`config.mk`:
```
export PLATFORM = sky130hd
export DESIGN_NAME = combo_lock_fsm
export DESIGN_NICKNAME = d
export VERILOG_FILES = /design/src/rtl/combo_lock_fsm.sv
export SDC_FILE = /design/constraint.sdc
export NUM_CORES = 1
export LEC_CHECK = 0
export ABC_AREA = 1
export BUFFER_PORTS_ARGS = -buffer_cell sky130_fd_sc_hd__buf_2
export CAP_MARGIN = 20
export CELL_PAD_IN_SITES_DETAIL_PLACEMENT = 0
export CELL_PAD_IN_SITES_GLOBAL_PLACEMENT = 2
export CORE_MARGIN = 2
export CORE_UTILIZATION = 12
export CTS_CLUSTER_DIAMETER = 60
export DETAILED_ROUTE_END_ITERATION = 6
export HOLD_SLACK_MARGIN = 0.03
export PLACE_DENSITY_LB_ADDON = 0.1
export SKIP_CTS_REPAIR_TIMING = 1
export SLEW_MARGIN = 5
export SYNTH_ARGS = -nofsm -noshare
export SYNTH_HDL_FRONTEND = slang
export SYNTH_SLANG_ARGS = --single-unit
```
`constraint.sdc`:
```
create_clock -name clk -period 1.2 [get_ports clk]
set_input_delay 0.24 -clock clk [delete_from_list [all_inputs] [get_ports clk]]
set_output_delay 0.24 -clock clk [all_outputs]
set_load 0.03 [all_outputs]
```
`src/rtl/combo_lock_fsm.sv`:
```
module combo_lock_fsm #(
  parameter int         DIAL_W     = 8,
  parameter logic [7:0] FIRST_NUM  = 8'd13,
  parameter bit         FIRST_LEFT = 1'b0,
  parameter logic [7:0] SECOND_NUM = 8'd22,
  parameter bit         SECOND_LEFT = 1'b1
) (
  input  logic              clk,
  input  logic              rst,
  input  logic              step_valid,
  input  logic              step_left,
  input  logic [DIAL_W-1:0] step_dial,
  input  logic              relock,
  output logic [1:0]        lock_state,
  output logic              unlocked
);

  typedef enum logic [1:0] {
    S_START = 2'b00,
    S_ONE   = 2'b01,
    S_TWO   = 2'b10,
    S_OPEN  = 2'b11
  } lock_t;

  lock_t cur, nxt;

  logic hit_first, hit_second;
  assign hit_first  = (step_left == FIRST_LEFT)  && (step_dial == DIAL_W'(FIRST_NUM));
  assign hit_second = (step_left == SECOND_LEFT) && (step_dial == DIAL_W'(SECOND_NUM));

  always_comb begin
    nxt = cur;
    if (relock) nxt = S_START;
    else if (step_valid) begin
      unique case (cur)
        S_START: nxt = hit_first ? S_ONE : S_START;
        S_ONE:   nxt = hit_first ? S_ONE : (hit_second ? S_TWO : S_START);
        S_TWO:   nxt = S_OPEN;
        S_OPEN:  nxt = S_OPEN;
        default: nxt = S_START;
      endcase
    end
  end

  always_ff @(posedge clk) begin
    if (rst) cur <= S_START;
    else     cur <= nxt;
  end

  assign lock_state = cur;
  assign unlocked   = (cur == S_OPEN);

  p_reset_r1: assert property (@(posedge clk) rst |=> (lock_state == 2'b00 && !unlocked));

  p_first_r2: assert property (@(posedge clk) disable iff (rst)
    (!relock && step_valid && lock_state inside {2'b00, 2'b01} && step_left == FIRST_LEFT
     && step_dial == DIAL_W'(FIRST_NUM)) |=> lock_state == 2'b01);

  p_second_r3: assert property (@(posedge clk) disable iff (rst)
    (!relock && step_valid && lock_state == 2'b01 && step_left == SECOND_LEFT
     && step_dial == DIAL_W'(SECOND_NUM)) |=> lock_state == 2'b10);

  p_open_from_two_r5: assert property (@(posedge clk) disable iff (rst)
    $rose(unlocked) |-> ($past(lock_state) == 2'b10 && $past(step_valid)));

  p_hold_r7: assert property (@(posedge clk) disable iff (rst)
    (!step_valid && !relock) |=> $stable(lock_state));

  p_stay_open_r8: assert property (@(posedge clk) disable iff (rst)
    (unlocked && !relock) |=> unlocked);

  p_relock_r9: assert property (@(posedge clk) disable iff (rst)
    relock |=> (lock_state == 2'b00 && !unlocked));

endmodule

```
==> metrics.cfg, run 1 <==
[outcome]
outcome=finished, final reports clean

[critical_path]
critical_path_class=reg -> out
crit_path_end_kind=output port
reg2reg_depth=4
cp-start-kind=flip-flop
r2r-start=lock_state[0]
r2r_slack_ns=0.43
cp.arrival_ns=0.87
worstPathMaxFanout=4
r2r_end=lock_state[1]
required_ns=0.96
startpoint=lock_state[1]
cp-endpoint=unlocked

[pwr]
combPwrFrac_pct=16.0
p_sw_uw=61.1
switching_share_pct=23.5
leakagePower_nw=0.170
internal_power_uw=199
p_seq_share_pct=26.4
total_power_uw=261
power_frac_clock_pct=57.5
power-per-cell-area_nw_per_um2=934
vdd_drop_max_mv=0.159

[logic_synthesis]
synthCells=32
syn_area_um2=163
synth.distinct_cells=8
synth_top_area_share_pct=24.6
ys_warn_count=0
synth_top_cell_by_area=dfxtp_1
ys_top_cells_by_area=dfxtp_1 25%, inv_1 21%, nand2_1 18%, nor2_1 18%, nand3_1 6.2%
avgSynthCellArea_um2=5.08
synth_fp_nets=45
synth-seq-cells=2
seq_area_frac_synth_pct=24.6

[sta]
whs_ns=0.268
post-route-period-util_pct=92.9
setup_tns_ns=0
finalCriticalPeriod_ns=1.11
rsz0062_at_grt=false
setup_viol=0
finalClockSkew_ns=0.00141
slew_viol_final=0
worstMarginPinSlew_ns=0.173
layout_setup_ws_ns=0.0855
finalHoldViolCount=0
max_slew_margin_pct=88.3
fmax_ghz=0.897

[layout]
antenna_cells=0
final_common_cell=buf_2
area_growth_pct=71.5
final_cell_mix=15 x buf_2, 9 x inv_1, 8 x nand2_1, 8 x nor2_1, 3 x clkbuf_4
largest_reg_flops=2
seqCellArea_um2=40.0
n_fill_cell=164
instances_no_fill=65
fin_nets=65
drive_gt1_share_pct=38.0
final_area_um2=279
utilization_pct=21.7
multi_input_area_um2=88.8

[global_route]
grt_util_all_layers_pct=7.60
grt_pass1_wl_um=724
overflow=0
grt_pass1_vias=216
grt_max_degree=5
antenna_found_initial=0

[detailed_routing]
postRouteAntennaNets=0
via_per_inst=3.69
first_pass_iters=1
vias=240
dr.first_iter.drc_count=0
wl_um=490
post-route-drc-count=0
wl_per_cell_um=7.54

[hold_path]
worstHoldPathType=in -> reg

[floorplan]
core_um2=1280
chipWidth_um=40.8
initial_core_util_pct=12.7
die_h_um=40.8
die-area_um2=1670
num_io_pins=16
std_cell_rows=13

[clock_tree]
cts_max_path_buffers=2
cts_inserted_buffers=3
htreeDepth=1
cts_tree=done
clkTransAtPathRegs_ns=0.03
cts.sinks=2
root_buffer=clkbuf_4
insertion_delay_ns=0.23

[placement]
dpl_cell_area_um2=256
io_buffers=15
post-place-cells=62
routabilityCongestion=0.605
place_ws_ns=0.313

[job]
max_cap_viol_count=0

[routing by layer]
layer / track usage, % / wire length (um) / up-vias
li1: - / - / 129
met1: 6.75 / 191 / 100
met2: 10.9 / 259 / 11
met3: 0.543 / 39 / 0
met4: 15.0 / 0 / 0
met5: 0 / 0 / -
[worst max-delay path, cell delays in order, from the launching register on]
cell,delay [ns]
dfxtp_1,0.36
nand2_1,0.07
inv_1,0.05
buf_2,0.18
[area by class of cell]
cell class                 instances  share of cell area, %
inverter                           9                   12.1
multi-input combinational         21                   31.8
tap                               15                   6.73
sequential                         2                   14.3
timing repair buffer              15                   26.9
clock buffer                       3                   8.07
[cells by family (layout without fill, tap and decap cells)]
logic type,Yosys count,after routing,share of synthesized area (%)
AO/OA/AOI/OAI,3,3,11.5
buffers and inverters,9,27,20.8
AND/OR/NAND/NOR,18,18,43.1
flip-flops,2,2,24.6
[cell usage after synthesis (all sizes together)]
cell type / count
nand2: 8
a21oi: 2
nor2: 8
o21ai: 1
nand3: 2
dfxtp: 2
inv: 9
[how the worst min path moves through the flow]
stage / start / endpoint / slack (ns) / cells past startpoint
after global routing: rst / lock_state[1] / 0.27 / 4
after CTS: rst / lock_state[1] / 0.26 / 4
final: rst / lock_state[1] / 0.27 / 4
after global placement: lock_state[1] / lock_state[1] / 0.48 / 2
after floorplan: rst / lock_state[1] / 0.39 / 3
after detailed placement: lock_state[1] / lock_state[1] / 0.49 / 2
[power by group through the flow]
stage               combinational, mW  clock (mW)  sequential [mW]
floorplan                      0.0147           0           0.0717
global placement               0.0409           0           0.0696
detailed placement             0.0425           0           0.0697
CTS                            0.0427       0.161           0.0688
global route                   0.0486       0.158           0.0688
finish                         0.0418       0.150           0.0688
(Power assumes the default switching activity.)
==> run 2: changes to the inputs <==
--- a/config.mk
+++ b/config.mk
@@ -5,15 +5,14 @@
 export SDC_FILE = /design/constraint.sdc
 export NUM_CORES = 1
 export LEC_CHECK = 0
-export ABC_AREA = 1
 export BUFFER_PORTS_ARGS = -buffer_cell sky130_fd_sc_hd__buf_2
 export CAP_MARGIN = 20
 export CELL_PAD_IN_SITES_DETAIL_PLACEMENT = 0
 export CELL_PAD_IN_SITES_GLOBAL_PLACEMENT = 2
-export CORE_MARGIN = 2
-export CORE_UTILIZATION = 12
+export CORE_AREA = 2 2 39 41
 export CTS_CLUSTER_DIAMETER = 60
 export DETAILED_ROUTE_END_ITERATION = 6
+export DIE_AREA = 0 0 41 43
 export HOLD_SLACK_MARGIN = 0.03
 export PLACE_DENSITY_LB_ADDON = 0.1
 export SKIP_CTS_REPAIR_TIMING = 1
==> metrics.cfg, run 2 <==
[outcome]
outcome=finished, final reports clean

[clock_tree]
htreeDepth=1  ; unchanged
clkTransAtPathRegs_ns=0.03  ; about the same
cts.sinks=2  ; unchanged
cts_inserted_buffers=3  ; unchanged
cts_tree=done
cts_max_path_buffers=2  ; unchanged
insertion_delay_ns=0.22  ; about the same
root_buffer=clkbuf_4

[global_route]
antenna_found_initial=0  ; unchanged
grt_max_degree=5  ; unchanged
grt_util_all_layers_pct=5.90  ; -1.7 points
grt_pass1_wl_um=655  ; -9.5%
grt_pass1_vias=186  ; -14%
overflow=0  ; unchanged

[logic_synthesis]
synth_fp_nets=26  ; -42%
synth_commonest_cells=2 x a31oi_1, 2 x and3b_1, 2 x dfxtp_1, 2 x nor2_1
seq_area_frac_synth_pct=29.1  ; +4.5 points
avgSynthCellArea_um2=10.6  ; +110%
synthArstFlopShare_pct=0  ; unchanged
synth_top_cell_by_area=dfxtp_1
synthCells=13  ; -59%
ys_warn_count=0  ; unchanged
ys_top_cells_by_area=dfxtp_1 29%, nor4b_4 17%, and3b_1 13%, a2111oi_2 11%, a31oi_1 9.1%
synth.distinct_cells=9  ; +1
synth_edf_count=0  ; unchanged
synth_top_area_share_pct=29.1  ; +4.5 points
syn_area_um2=138  ; -15%
synth-seq-cells=2  ; unchanged
synthFlopType=dfxtp_1

[critical_path]
crit_path_end_kind=output port
cp_cell_sequence=and2_1 > buf_2
worstPathMaxFanout=4  ; unchanged
cp-start-kind=flip-flop
cpMaxStageDelayCell=dfxtp_1
required_ns=0.96  ; about the same
critical_path_class=reg -> out
cp.arrival_ns=0.90  ; +0.03 ns
cpPeakStageDelay_ns=0.36  ; about the same
startpoint=lock_state[0]
path_buf_inv=1  ; -1
r2r-start=lock_state[1]
cpLargestDelayFamily=flip-flops

[sta]
rsz0062_at_grt=false
whs_ns=0.200  ; -0.0682 ns
fmax_ghz=0.878  ; -2.1%
worstMarginPinSlew_ns=0.244  ; +0.0707 ns
layout_setup_ws_ns=0.0616  ; -0.0239 ns
setup_viol=0  ; unchanged
post-route-period-util_pct=94.9  ; +2.0 points
max_slew_margin_pct=83.7  ; -4.6 points
slew_viol_final=0  ; unchanged
finalHoldViolCount=0  ; unchanged
finalClockSkew_ns=0.000831  ; -0.000583 ns
finalCriticalPeriod_ns=1.14  ; +0.0239 ns

[layout]
utilization_pct=18.4  ; -3.3 points
drive_gt1_share_pct=64.5  ; +27 points
final_area_um2=255  ; -8.5%
final_common_cell=buf_2
area_growth_pct=85.5
final_cell_mix=15 x buf_2, 3 x clkbuf_4
antenna_cells=0  ; unchanged
largest_reg_flops=2  ; unchanged
n_fill_cell=175  ; +6.7%
fin_nets=46  ; -29%

[floorplan]
die_h_um=43  ; +5.4%
chipWidth_um=41  ; +0.45%
core_um2=1380  ; +7.7%
initial_core_util_pct=9.95  ; -2.7 points
die-area_um2=1760  ; +5.8%
num_io_pins=16  ; unchanged
std_cell_rows=14  ; +1

[hold_path]
worstHoldPathType=in -> reg
hold_start=rst

[pwr]
total_power_uw=255  ; -2.3%
power-per-cell-area_nw_per_um2=997  ; +6.8%
vdd_drop_max_mv=0.432  ; +170%
leakagePower_nw=0.131  ; -23%

[detailed_routing]
via_per_inst=3.91  ; +6.0%
dr.first_iter.drc_count=0  ; unchanged
vias=184  ; -23%
wl_um=469  ; -4.3%
postRouteAntennaNets=0  ; unchanged
wl_per_cell_um=9.98  ; +32%
post-route-drc-count=0  ; unchanged
first_pass_iters=1  ; unchanged

[placement]
io_buffers=15  ; unchanged
routabilityCongestion=0.550  ; -9.2%
dpl_cell_area_um2=233  ; -9.3%
place_ws_ns=-0.0492  ; -0.363 ns

[job]
max_cap_viol_count=0  ; unchanged

[run 2: cell count changes after synthesis, sizes merged, moves of 2 or more]
cell,change
inv,-9
nand2,-8
and3b,+2
nor2,-6
nand3,-2
a31oi,+2
a21oi,-2
[run 2: area by class of cell]
class	count	area, um2	share of cell area (%)
multi-input cells	11	97.6	38.2
well taps	16	20.0	7.84
flip-flops and latches	2	40.0	15.7
repair buffers	15	75.1	29.4
clock buffers	3	22.5	8.82
[run 2: worst register-to-register path: stages (launching register included)]
cell	delay, ns
dfxtp_1	0.35
a31oi_1	0.07
a2111oi_2	0.35
[run 2: worst paths after layout]
| kind | cells after the start | slack (ns) | end |
|---|---|---|---|
| max | 2 | 0.06 | unlocked |
| min | 2 | 0.20 | lock_state[0] |
| max reg2reg | 2 | 0.32 | lock_state[0] |
| min reg2reg | 2 | 0.57 | lock_state[0] |
[run 2: stage by stage]
stage / cells / setup TNS [ns]
finish: 47 / 0
global route: 47 / 0
CTS: 47 / 0
detailed placement: 44 / -0.0492
global placement: 44 / -0.0407
floorplan: 13 / 0
[run 2: logic make-up (layout without fill, tap and decap cells)]
family	count (synthesis)	count (layout)	synth area share [%]
buffers and inverters	0	18	0
AOI/OAI and AO/OA	3	3	20.0
and+or+nand+nor	8	8	50.9
DFF	2	2	29.1
[run 2: power breakdown]
| group | switching, mW | internal (mW) | total (mW) |
|---|---|---|---|
| combinational | 0.0171 | 0.0217 | 0.0388 |
| clock | 0.0366 | 0.110 | 0.147 |
| sequential | 0.000944 | 0.0681 | 0.0690 |
[run 2: layer usage]
metal / global-route usage, % / vias to the layer above / part of all wire (%)
met4: 6.00 / 0 / 3.0
met2: 9.38 / 11 / 49
li1: - / 90 / -
met3: 2.09 / 2 / 12
met1: 5.08 / 81 / 36
met5: 0 / - / 0
